--- config.mk ---
export PLATFORM = sky130hd
export DESIGN_NAME = victim_tracker
export DESIGN_NICKNAME = d
export VERILOG_FILES = /design/src/rtl/repl_pkg.sv /design/src/rtl/repl_state_mem.sv /design/src/rtl/repl_update.sv /design/src/rtl/victim_tracker.sv
export SDC_FILE = /design/constraint.sdc
export NUM_CORES = 1
export LEC_CHECK = 0
export ABC_CLOCK_PERIOD_IN_PS = 7300
export BUFFER_PORTS_ARGS = -buffer_cell sky130_fd_sc_hd__buf_2
export CORE_MARGIN = 3
export CORE_UTILIZATION = 60
export CTS_CLUSTER_DIAMETER = 100
export DETAILED_ROUTE_END_ITERATION = 12
export GPL_TIMING_DRIVEN = 0
export PLACE_DENSITY = 0.78
export SLEW_MARGIN = 10
export SYNTH_ARGS = -nofsm -noshare
export SYNTH_HDL_FRONTEND = slang
export SYNTH_HIERARCHICAL = 1
export SYNTH_SLANG_ARGS = --single-unit
--- constraint.sdc ---
create_clock -name clk -period 7.3 [get_ports clk]
set_input_delay 0.73 -clock clk [delete_from_list [all_inputs] [get_ports clk]]
set_output_delay 0.73 -clock clk [all_outputs]
set_load 0.05 [all_outputs]
--- src/rtl/repl_pkg.sv ---
package repl_pkg;

    localparam int WAYS  = 4;
    localparam int WAY_W = $clog2(WAYS);

    typedef logic [WAY_W-1:0] way_t;

    typedef struct packed {
        way_t v;
        way_t nv;
    } repl_entry_t;

    localparam repl_entry_t ENTRY_RESET = '{v: way_t'(0), nv: way_t'(1)};

    // Lowest-numbered way excluding both arguments.
    function automatic way_t lowest_free(way_t ex_a, way_t ex_b);
        way_t pick;
        pick = '0;
        for (int w = WAYS - 1; w >= 0; w--) begin
            if (way_t'(w) != ex_a && way_t'(w) != ex_b)
                pick = way_t'(w);
        end
        return pick;
    endfunction

endpackage

--- src/rtl/repl_state_mem.sv ---
module repl_state_mem
    import repl_pkg::*;
#(
    parameter int NUM_SETS = 16,
    localparam int SET_W   = (NUM_SETS > 1) ? $clog2(NUM_SETS) : 1
) (
    input  logic              clk,
    input  logic              rst,
    input  logic              we,
    input  logic [SET_W-1:0]  wset,
    input  repl_entry_t       wdata,
    input  logic [SET_W-1:0]  rset_a,
    output repl_entry_t       rdata_a,
    input  logic [SET_W-1:0]  rset_b,
    output repl_entry_t       rdata_b
);

    repl_entry_t entries [NUM_SETS];

    always_ff @(posedge clk) begin
        if (rst) begin
            for (int s = 0; s < NUM_SETS; s++)
                entries[s] <= ENTRY_RESET;
        end else if (we) begin
            entries[wset] <= wdata;
        end
    end

    assign rdata_a = entries[rset_a];
    assign rdata_b = entries[rset_b];

    // every value written keeps the two indices apart
    a_r2_distinct_write: assert property (@(posedge clk) disable iff (rst)
        we |-> (wdata.v != wdata.nv));

    // the read entry never holds equal indices
    a_r2_distinct_read: assert property (@(posedge clk) disable iff (rst)
        rdata_b.v != rdata_b.nv);

endmodule

--- src/rtl/repl_update.sv ---
module repl_update
    import repl_pkg::*;
(
    input  logic        clk,
    input  logic        rst,
    input  repl_entry_t cur,
    input  logic        acc_valid,
    input  way_t        acc_way,
    output repl_entry_t nxt,
    output logic        changed
);

    logic hit_v;
    logic hit_nv;

    assign hit_v  = acc_valid && (acc_way == cur.v);
    assign hit_nv = acc_valid && (acc_way == cur.nv);

    always_comb begin
        nxt     = cur;
        changed = 1'b0;
        if (hit_v) begin
            nxt.v   = cur.nv;
            nxt.nv  = lowest_free(cur.nv, acc_way);
            changed = 1'b1;
        end else if (hit_nv) begin
            nxt.v   = cur.v;
            nxt.nv  = lowest_free(cur.v, acc_way);
            changed = 1'b1;
        end
    end

    // the victim always moves off the way just used
    a_r4_victim_leaves: assert property (@(posedge clk) disable iff (rst)
        hit_v |-> (nxt.v != acc_way && nxt.nv != acc_way));

    // a next-victim access never disturbs the victim
    a_r5_victim_kept: assert property (@(posedge clk) disable iff (rst)
        hit_nv |-> (nxt.v == cur.v && nxt.nv != acc_way));

endmodule

--- src/rtl/victim_tracker.sv ---
module victim_tracker
    import repl_pkg::*;
#(
    parameter int NUM_SETS = 16,
    localparam int SET_W   = (NUM_SETS > 1) ? $clog2(NUM_SETS) : 1
) (
    input  logic             clk,
    input  logic             rst,
    input  logic [SET_W-1:0] upd_set,
    input  logic             hit_valid,
    input  logic [1:0]       hit_way,
    input  logic             fill_valid,
    input  logic [SET_W-1:0] qry_set,
    output logic [1:0]       victim_way
);

    repl_entry_t q_entry;
    repl_entry_t u_entry;
    repl_entry_t u_next;
    logic        u_changed;
    logic        acc_valid;
    way_t        acc_way;

    // A fill always lands in the victim and overrides any hit.
    assign acc_valid = fill_valid | hit_valid;
    assign acc_way   = fill_valid ? u_entry.v : way_t'(hit_way);

    repl_state_mem #(.NUM_SETS(NUM_SETS)) u_mem (
        .clk     (clk),
        .rst     (rst),
        .we      (u_changed),
        .wset    (upd_set),
        .wdata   (u_next),
        .rset_a  (qry_set),
        .rdata_a (q_entry),
        .rset_b  (upd_set),
        .rdata_b (u_entry)
    );

    repl_update u_upd (
        .clk       (clk),
        .rst       (rst),
        .cur       (u_entry),
        .acc_valid (acc_valid),
        .acc_way   (acc_way),
        .nxt       (u_next),
        .changed   (u_changed)
    );

    assign victim_way = q_entry.v;

    // a fill on the queried set always moves its victim
    a_r7_fill_moves: assert property (@(posedge clk) disable iff (rst)
        (fill_valid && upd_set == qry_set) ##1 $stable(qry_set)
            |-> victim_way != $past(victim_way));

    // without a strobe the reported victim holds
    a_r9_idle_holds: assert property (@(posedge clk) disable iff (rst)
        (!hit_valid && !fill_valid) ##1 $stable(qry_set) |-> $stable(victim_way));

    // a hit on an unrelated way writes nothing
    a_r6_stray_hit: assert property (@(posedge clk) disable iff (rst)
        (hit_valid && !fill_valid && way_t'(hit_way) != u_entry.v
         && way_t'(hit_way) != u_entry.nv) |-> !u_changed);

endmodule

Yosys cells after proc, flatten, opt, wreduce, memory -nomap -nowiden
Memories as Yosys holds them, arrays and structs flattened. Cells that the tools add are included.

Muxes and demuxes: 21. Eq/ne operators: 11. Reductions and logical operators: 14. Bitwise gates (word level): 1.

Operators with widths (number): $mux W2 (10); $mux W4 (3); $ne A2 B2 Y1 const A (6); $logic_and A1 B1 Y1 (10); $mux W1 (8); $ne A1 B2 Y1 const A (3); $reduce_bool A2 Y1 (3); $eq A2 B2 Y1 (2); $reduce_or A4 Y1 (1); $or A1 B1 Y1 (1).

Bits of input ports: 14. Memories kept: 1. Flip-flop bits (word level): 0. Output and inout port bits: 2. Word-level logic and storage cells: 48. Bits in writable memories: 64.

Memory list: u_mem.entries (words 16, bits a word 4, read ports 2, clocked after memory_dff 0, wr ports 16, line repl_state_mem.sv:18) `repl_entry_t entries [NUM_SETS];`.

Depth between registers and ports, before layout
Gate-level depths: netlist of the first run. An unclocked memory read counts as a cell.

Word-level depth: 11. Gate-level depth with buffers: 13. Depth with buffers taken out: 10.

Hierarchy
Netlist of the first run, hierarchy kept.

Modules (own cells, without submodules): repl_state_mem (seq. area each 1921.8 sq um, area each 3592.2 sq um, cells each 252, instances 1); repl_update (seq. area each 0.0 sq um, area each 250.2 sq um, cells each 35, instances 1); victim_tracker (seq. area each 0.0 sq um, area each 28.8 sq um, cells each 3, instances 1).

Worst setup path after synthesis of the first run
OpenSTA, ideal clock, no wires.

Path kind: input to register. From: in upd_set[0]. To: mem u_mem/entries[0][0] (netlist name) (enable). Arrival: 3.861 ns. Path slack: 3.142 ns. Cell stages on the path: 13. Path through: buf_6 > buf_6 > mux4_1 > nand3_1 > nand3_1 > mux2_2 > or2_1 > a21o_2 > o31ai_1 > or4b_1 > clkbuf_1 > nor3_2 > or2_2.

RTL lines: start, declared (line victim_tracker.sv:9) `input logic [SET_W-1:0] upd_set,`; end, declared (line repl_state_mem.sv:18).

==> metrics.cfg, run 1 <==
[status]
outcome = completed

[setup_path]
crit_type = input port to register
r2r_cells = 11
endpoint_kind = register
path_max_fanout = 10
critical_path_arrival_ns = 4.90
r2r_setup_slack_ns = 3.03
required_ns = 7.34
reg2reg_from = u_mem/entries[2][3]
cp-start-kind = input port
reg2reg_to = u_mem/entries[0][0]

[grt]
first_global_vias = 2468
grt.overflow.total = 0
grtUsageMet2_pct = 39.4
grt_pass1_wl_um = 13300
grtUsageMet3_pct = 6.91
antenna_found_initial = 0
track_usage_pct = 25.7
grt_most_used_layer = met2
use_met1_pct = 33.6
grt_max_degree = 12

[routing]
drt_iter0_markers = 267
wl_um = 8030
dr.pass1.iters = 4
viasPerCell = 6.40
dr_total_vias = 2401
drc_errors = 0
ant_nets = 0
wl_per_cell_um = 21.4

[sta]
finClkSkew_ns = 0.0110
hold_viol = 0
setup_viol_count_final = 0
tightest_slew_ns = 0.881
rsz0062_at_grt = no
max_freq_mhz = 206
slew_violations = 0
setup_tns_ns = 0
slew_headroom_pct = 40.7
layout_min_cycle_time_ns = 4.85
finalCritPeriodShare_pct = 66.5

[placement]
dp_hpwl_um = 5950
routabilityCongestion = 0.833
placedCellCount = 359
dpl_cell_area_um2 = 3790
port-buffer-count = 13

[floorplan]
die_area_um2 = 7030
rows = 27
start_util_pct = 64.1
ios = 16
die_y_um = 83.9
die_w_um = 83.9
fp.coreArea_um2 = 5680

[power_and_ir_drop]
swShare_pct = 24.5
power_frac_comb_pct = 16.0
p_switching_uw = 226
intPower_uw = 696
total_power_uw = 922
p_leak_uw = 0.00141
vdd_drop_max_uv = 142
pwr-share-seq_pct = 46.0
power_density_nw_per_um2 = 229
power.share.clock_pct = 38.0

[final_layout]
final_cell_area_um2 = 4030
reg.largest.list = u_mem/entries x64
drive_gt1_share_pct = 25.4
syn2layout_area_growth_pct = 10.7
largest_reg_flops = 64
final_common_cell = edfxtp_1
regMostFlops = u_mem/entries
diodes = 0
nets = 312
final_cell_mix = 64 x edfxtp_1, 48 x and2_1, 19 x mux4_2
final_util_pct = 70.9
instances_no_fill = 375

[yosys]
syn_area_um2 = 3640
syn_nets = 288
syn_area_per_cell_um2 = 13.3
synthCells = 274
ys_warn_count = 6

[cts]
clock-root-buffer = clkbuf_8
clk-insertion-delay-late_ns = 0.34
cts-resized-gates = 0
cts_tree = done
numCtsBuffers = 9
clock_tree.buffer_depth = 2
ctsHoldBuffers = 0
h-tree-depth = 3
path_clk_slew_ns = 0.06
clock_sinks = 64
postCtsSetupBuffers = 0

[min_path]
hold_path_class = input port to register
holdCritStartpoint = upd_set[1]
whs_endpoint = u_mem/entries[0][0]
holdPathStages = 3

[run]
maxCapViolCount = 0

## how the worst max path moves through the flow
stage	start	to	slack (ns)	cells after the start
after floorplan	upd_set[0]	u_mem/entries[0][0]	3.14	13
after global placement	upd_set[1]	u_mem/entries[0][1]	2.31	14
after detailed placement	upd_set[1]	u_mem/entries[0][1]	2.17	14
after CTS	upd_set[1]	u_mem/entries[0][0]	2.51	14
after global routing	upd_set[1]	u_mem/entries[12][1]	2.05	13
final	upd_set[1]	u_mem/entries[0][0]	2.45	14
## power groups by stage
| stage | Combinational [µW] | Clock (µW) | Sequential [µW] |
|---|---|---|---|
| final | 147 | 351 | 424 |
| after global placement | 142 | 0 | 430 |
| after detailed placement | 145 | 0 | 431 |
| after global routing | 159 | 380 | 424 |
| after floorplan | 102 | 0 | 427 |
| after CTS | 145 | 358 | 423 |
## metal layers
layer / share of wire (%) / wire [µm]
met1: 40 / 3180
met2: 48 / 3830
met3: 8.7 / 696
met4: 4.1 / 327
met5: 0 / 0
## final cells by class
class / instances / area [µm²]
sequential: 64 / 1920
fill: 381 / 1650
multi-input combinational: 191 / 1600
clock buffer: 9 / 124
clock inverter: 7 / 110
buffer: 16 / 100
tap: 72 / 90.1
timing repair buffer: 13 / 65.1
inverter: 3 / 11.3
## critical path, stage by stage
cell,delay (ns)
buf_2,0.16
clkbuf_1,0.39
buf_2,0.35
mux4_1,0.34
nand3_1,0.11
nand3_1,0.20
mux2_2,0.38
or2_1,0.27
a21o_2,0.20
o31ai_1,0.52
or4b_1,0.53
clkbuf_1,0.19
nor3_2,0.26
or2_2,0.24
## stage by stage
| stage | worst slack (ns) | hold WS (ns) |
|---|---|---|
| floorplan | 3.14 | 0.922 |
| global placement | 2.31 | 1.17 |
| detailed placement | 2.17 | 1.17 |
| CTS | 2.51 | 0.819 |
| global route | 2.05 | 0.862 |
| finish | 2.45 | 0.839 |
No activity file was read; power rests on OpenSTA's default activity.
==> inputs of run 2 (changes only) <==
--- a/config.mk
+++ b/config.mk
@@ -5,14 +5,14 @@
 export SDC_FILE = /design/constraint.sdc
 export NUM_CORES = 1
 export LEC_CHECK = 0
-export ABC_CLOCK_PERIOD_IN_PS = 7300
+export ABC_CLOCK_PERIOD_IN_PS = 4000
 export BUFFER_PORTS_ARGS = -buffer_cell sky130_fd_sc_hd__buf_2
 export CORE_MARGIN = 3
-export CORE_UTILIZATION = 60
+export CORE_UTILIZATION = 56
 export CTS_CLUSTER_DIAMETER = 100
 export DETAILED_ROUTE_END_ITERATION = 12
 export GPL_TIMING_DRIVEN = 0
-export PLACE_DENSITY = 0.78
+export PLACE_DENSITY = 0.76
 export SLEW_MARGIN = 10
 export SYNTH_ARGS = -nofsm -noshare
 export SYNTH_HDL_FRONTEND = slang
==> constraint.sdc (replaced) <==
create_clock -name clk -period 4 [get_ports clk]
set_input_delay 0.4 -clock clk [delete_from_list [all_inputs] [get_ports clk]]
set_output_delay 0.4 -clock clk [all_outputs]
set_load 0.05 [all_outputs]
==> run 2 against run 1 <==
Compared with the run above: non-clock buffer count did not move; routed wire length is 3.3% lower; clock-buffer cell count up 1; first-iteration DRC count decreased by 12%.
==> metrics.cfg, run 2 (synthesized netlist as in run 1, its figures left out) <==
[cts]
ctsHoldBuffers = 0  ; unchanged
h-tree-depth = 3  ; unchanged
clock-root-buffer = clkbuf_8
path_clk_slew_ns = 0.06  ; about the same
clock_sinks = 64  ; unchanged
clk-insertion-delay-late_ns = 0.34  ; about the same
numCtsBuffers = 9  ; unchanged
clock_tree.buffer_depth = 2  ; unchanged
cts_tree = done

[floorplan]
die_area_um2 = 7500  ; +6.6%
ios = 16  ; unchanged
start_util_pct = 59.7  ; -4.4 points
rows = 28  ; +3.7%
die_y_um = 86.6  ; +3.3%
fp.coreArea_um2 = 6100  ; +7.4%
die_w_um = 86.6  ; +3.3%

[power_and_ir_drop]
power_frac_comb_pct = 17.8  ; +1.8 points
p_switching_uw = 410  ; +82%
intPower_uw = 1150  ; +65%
power.share.clock_pct = 32.6  ; -5.4 points
swShare_pct = 26.3  ; +1.9 points
power_density_nw_per_um2 = 385  ; +68%
vdd_drop_max_uv = 237  ; +67%
pwr-share-seq_pct = 49.6  ; +3.6 points
p_leak_uw = 0.00142  ; +0.65%

[final_layout]
largest_reg_flops = 64  ; unchanged
nets = 312  ; unchanged
final_util_pct = 66.3  ; -4.6 points
reg.largest.list = u_mem/entries x64
drive_gt1_share_pct = 28.8  ; +3.4 points
diodes = 0  ; unchanged
regMostFlops = u_mem/entries
fillers = 461  ; +21%
final_common_cell = edfxtp_1
final_cell_mix = 64 x edfxtp_1, 48 x and2_1, 19 x mux4_2
final_cell_area_um2 = 4040  ; +0.37%
syn2layout_area_growth_pct = 11.1

[grt]
first_global_vias = 2308  ; -6.5%
antenna_found_initial = 0  ; unchanged
grt_max_degree = 12  ; unchanged
grt_pass1_wl_um = 12300  ; -7.5%
grt.overflow.total = 0  ; unchanged
track_usage_pct = 23.0  ; -2.7 points

[setup_path]
cp_slowest_cell = or4b_4
path_max_fanout = 10  ; unchanged
endpoint_kind = register
critPathTopFamily = simple AND/OR/NAND/NOR gates
required_ns = 4.06  ; -3.28 ns
path_cells = clkbuf_4 > buf_6 > buf_8 > mux4_1 > nand3_1 > nand3_2 > mux2_4 > or2_1 > a21o_2 > o31ai_4 > or4b_4 > nor3_4 > or2_4
worst-path-buf-inv = 3  ; -1
crit_type = input port to register
critPathMaxStageDelay_ns = 0.58  ; +0.05 ns
cp-start-kind = input port
critical_path_arrival_ns = 3.88  ; -1.02 ns

[sta]
slew_violations = 0  ; unchanged
layout_min_cycle_time_ns = 3.82
setup_viol_count_final = 0  ; unchanged
finClkSkew_ns = 0.00935  ; -0.00165 ns
tightest_slew_ns = 0.520  ; -0.360 ns
rsz0062_at_grt = no
slew_headroom_pct = 65.3  ; +25 points
finalCritPeriodShare_pct = 95.5
hold_viol = 0  ; unchanged
max_freq_mhz = 262

[run]
maxCapViolCount = 0  ; unchanged

[status]
outcome = completed

[placement]
dpl_cell_area_um2 = 3800  ; about the same
port-buffer-count = 13  ; unchanged
dp_hpwl_um = 5810  ; -2.4%
routabilityCongestion = 0.859  ; +3.1%

[routing]
drc_errors = 0  ; unchanged
drt_iter0_markers = 234  ; -12%
ant_nets = 0  ; unchanged
viasPerCell = 6.19  ; -3.4%
wl_um = 7760  ; -3.3%
dr.pass1.iters = 4  ; unchanged
dr_total_vias = 2332  ; -2.9%
wl_per_cell_um = 20.6  ; -3.8%

[min_path]
hold_path_class = input port to register

==> run 2: metrics by stage <==
step           TNS, ns  power [µW]  cells  hold WS, ns  setup WS [ns]
2_1_floorplan        0         965    274        0.592          0.172
3_3_place_gp    -52.08        1050    362        0.835         -0.712
3_5_place_dp    -59.77        1050    362        0.842         -0.786
4_1_cts              0        1560    377        0.482        0.00310
5_1_grt              0        1620    377        0.493         0.0114
6_report             0        1560    377        0.487          0.178
==> run 2: metal layers <==
layer,vias to the layer above,routed length [µm],global-route usage (%)
met5,-,0,0
met4,0,151,10.1
met3,19,532,6.37
met2,79,3780,35.8
met1,1154,3300,30.4
li1,1080,-,-
==> run 2: worst paths after layout <==
| check | start | slack [ns] | end | depth (start not counted) |
|---|---|---|---|---|
| worst max-delay path | upd_set[0] | 0.18 | u_mem/entries[0][1] | 13 |
| worst min-delay path | upd_set[0] | 0.49 | u_mem/entries[0][0] | 3 |
| worst max register to register | u_mem/entries[2][3] | 0.32 | u_mem/entries[0][1] | 10 |
| worst min register to register | u_mem/entries[8][3] | 1.22 | u_mem/entries[3][3] | 5 |
==> run 2: area by class of cell <==
cell class / count / area, µm² / share of cell area [%]
inverters: 3 / 11.3 / 0.279
plain buffers: 15 / 101 / 2.51
multi-input cells: 191 / 1660 / 41.1
clock inverters: 5 / 48.8 / 1.21
repair buffers: 14 / 75.1 / 1.86
well taps: 75 / 93.8 / 2.32
clock buffers: 10 / 128 / 3.16
flip-flops and latches: 64 / 1920 / 47.6
==> run 2: what timing repair did <==
action,4_1_cts,5_1_grt
resized for setup,7,10
setup endpoints to repair,101,52
pin swaps,0,1
setup buffers,0,1
==> run 2: worst min-delay path, cell delays in order <==
cell	delay (ns)
clkbuf_4	0.19
nor3_4	0.06
nand2b_1	0.06
==> run 2: power by group through the flow <==
stage	Combinational, µW	Sequential, µW	Clock (µW)
2_1_floorplan	185	779	0
3_3_place_gp	262	785	0
3_5_place_dp	262	786	0
4_1_cts	271	772	522
5_1_grt	298	773	550
6_report	277	772	508
==> inputs of run 3 (changes only) <==
--- a/config.mk
+++ b/config.mk
@@ -13,6 +13,7 @@
 export DETAILED_ROUTE_END_ITERATION = 12
 export GPL_TIMING_DRIVEN = 0
 export PLACE_DENSITY = 0.76
+export RECOVER_POWER = 25
 export SLEW_MARGIN = 10
 export SYNTH_ARGS = -nofsm -noshare
 export SYNTH_HDL_FRONTEND = slang
==> run 3 against run 2 <==
Compared with the run above: critical path depth is the same; cell area is essentially flat; via count is 0.30% lower; utilization about the same; register-to-register slack barely moved; non-clock buffer count stayed put; die area unchanged; cell count is the same; clock power hardly changed; hold slack gained 0.0024 ns; routed wire length rose by 0.22%; fmax hardly changed; critical path type unchanged; largest cell class unchanged; largest power group unchanged.
==> metrics.cfg, run 3 (synthesized netlist as in run 1, its figures left out) <==
[final_layout]
drive_gt1_share_pct = 28.1  ; -0.66 points
final_cell_area_um2 = 4040  ; about the same
syn2layout_area_growth_pct = 11.0  ; about the same
largest_reg_flops = 64  ; unchanged
regMostFlops = u_mem/entries
multi_input_area_um2 = 1660  ; unchanged
reg.largest.list = u_mem/entries x64
seq_area_um2 = 1920  ; unchanged
fillers = 463  ; +0.43%
nets = 312  ; unchanged
final_util_pct = 66.3  ; about the same
final_common_cell = edfxtp_1
diodes = 0  ; unchanged
final_cell_mix = 64 x edfxtp_1, 39 x and2_1, 19 x mux4_2

[power_and_ir_drop]
pwr-share-seq_pct = 49.6  ; about the same
vdd_drop_max_uv = 237  ; about the same
power_density_nw_per_um2 = 385  ; about the same
power.share.clock_pct = 32.6  ; about the same
swShare_pct = 26.4  ; +0.035 points
power_frac_comb_pct = 17.8  ; about the same
intPower_uw = 1150  ; about the same
p_leak_uw = 0.00140  ; -1.1%
p_switching_uw = 410  ; +0.11%

[sta]
setup_tns_ns = 0  ; unchanged
max_freq_mhz = 262  ; about the same
finalCritPeriodShare_pct = 95.5  ; about the same
slew_violations = 0  ; unchanged
setup_viol_count_final = 0  ; unchanged
rsz0062_at_grt = no
hold_viol = 0  ; unchanged
slew_headroom_pct = 60.4  ; -4.9 points
fin_ws_ns = 0.178  ; -0.000336 ns
tightest_slew_ns = 0.597  ; +0.0761 ns
layout_min_cycle_time_ns = 3.82  ; +0.000336 ns
finClkSkew_ns = 0.00949  ; +0.000144 ns
holdWs_ns = 0.490  ; +0.00242 ns

[floorplan]
ios = 16  ; unchanged
die_area_um2 = 7500  ; unchanged
rows = 28  ; unchanged
start_util_pct = 59.7  ; unchanged
die_y_um = 86.6  ; unchanged
fp.coreArea_um2 = 6100  ; unchanged
die_w_um = 86.6  ; unchanged

[grt]
antenna_found_initial = 0  ; unchanged
grt.overflow.total = 0  ; unchanged
first_global_vias = 2308  ; unchanged
track_usage_pct = 23.0  ; unchanged
grt_pass1_wl_um = 12300  ; unchanged
grt_max_degree = 12  ; unchanged

[placement]
dp_hpwl_um = 5810  ; unchanged
dpl_cell_area_um2 = 3800  ; unchanged
routabilityCongestion = 0.859  ; unchanged
place_ws_ns = -0.786  ; unchanged
port-buffer-count = 13  ; unchanged

[routing]
drc_errors = 0  ; unchanged
viasPerCell = 6.17  ; -0.30%
dr.pass1.iters = 4  ; unchanged
drt_iter0_markers = 203  ; -13%
ant_nets = 0  ; unchanged
wl_per_cell_um = 20.6  ; +0.22%
dr_total_vias = 2325  ; -0.30%
wl_um = 7780  ; +0.22%

[cts]
clock-root-buffer = clkbuf_8
cts_tree = done
numCtsBuffers = 9  ; unchanged
ctsHoldBuffers = 0  ; unchanged
clk-insertion-delay-late_ns = 0.34  ; about the same
clock_sinks = 64  ; unchanged
clock_tree.buffer_depth = 2  ; unchanged
path_clk_slew_ns = 0.06  ; about the same
h-tree-depth = 3  ; unchanged

[setup_path]
path_max_fanout = 10  ; unchanged
critical_path_arrival_ns = 3.88  ; about the same
cp-start-kind = input port
required_ns = 4.06  ; about the same
endpoint_kind = register
crit_type = input port to register

[status]
outcome = completed

[run]
maxCapViolCount = 0  ; unchanged

[min_path]
hold_path_class = input port to register

run 3: cell types whose count changed in the layout (fill, tap and decap cells not counted), sizes merged:
| cell | previous run | this run |
|---|---|---|
| buf | 20 | 18 |
| clkbuf | 19 | 21 |
run 3: stage by stage:
stage               std cells  power, µW
finish                    377       1560
global route              377       1620
CTS                       377       1560
detailed placement        362       1050
global placement          362       1050
floorplan                 274        965
run 3: worst paths after layout:
kind | slack (ns) | depth (start not counted) | from | endpoint
worst max register to register | 0.33 | 10 | u_mem/entries[2][3] | u_mem/entries[0][1]
worst min-delay path | 0.49 | 3 | upd_set[0] | u_mem/entries[0][0]
worst min register to register | 1.22 | 5 | u_mem/entries[8][3] | u_mem/entries[3][3]
worst max-delay path | 0.18 | 13 | upd_set[0] | u_mem/entries[0][1]
run 3: layout make-up:
| class | count | share of cell area, % |
|---|---|---|
| flip-flops and latches | 64 | 47.6 |
| multi-input cells | 191 | 41.1 |
| clock buffers | 10 | 3.16 |
| plain buffers | 15 | 2.51 |
| well taps | 75 | 2.32 |
| repair buffers | 14 | 1.80 |
| clock inverters | 5 | 1.21 |
| inverters | 3 | 0.279 |
run 3: power groups by stage:
stage	Sequential, µW	Combinational (µW)	Clock [µW]
finish	772	277	508
global route	773	298	550
CTS	772	271	522
detailed placement	786	262	0
global placement	785	262	0
floorplan	779	185	0
run 3: repair_timing:
| item | 4_1_cts | 5_1_grt |
|---|---|---|
| pin swaps | 0 | 1 |
| setup buffers | 0 | 1 |
| resized for setup | 7 | 10 |
| endpoints found under the setup margin | 101 | 52 |
run 3: critical path: stages:
cell	delay, ns
clkbuf_4	0.19
buf_6	0.18
buf_8	0.17
mux4_1	0.57
nand3_1	0.13
nand3_2	0.15
mux2_4	0.33
or2_1	0.26
a21o_2	0.23
o31ai_4	0.26
or4b_4	0.58
nor3_4	0.23
or2_4	0.18
run 3: per-layer routing:
metal  vias to the layer above  wire (µm)  global-route usage [%]
li1                       1079          -                       -
met1                      1142       3220                    30.4
met2                        84       3830                    35.8
met3                        20        567                    6.37
met4                         0        163                    10.1
met5                         -          0                       0
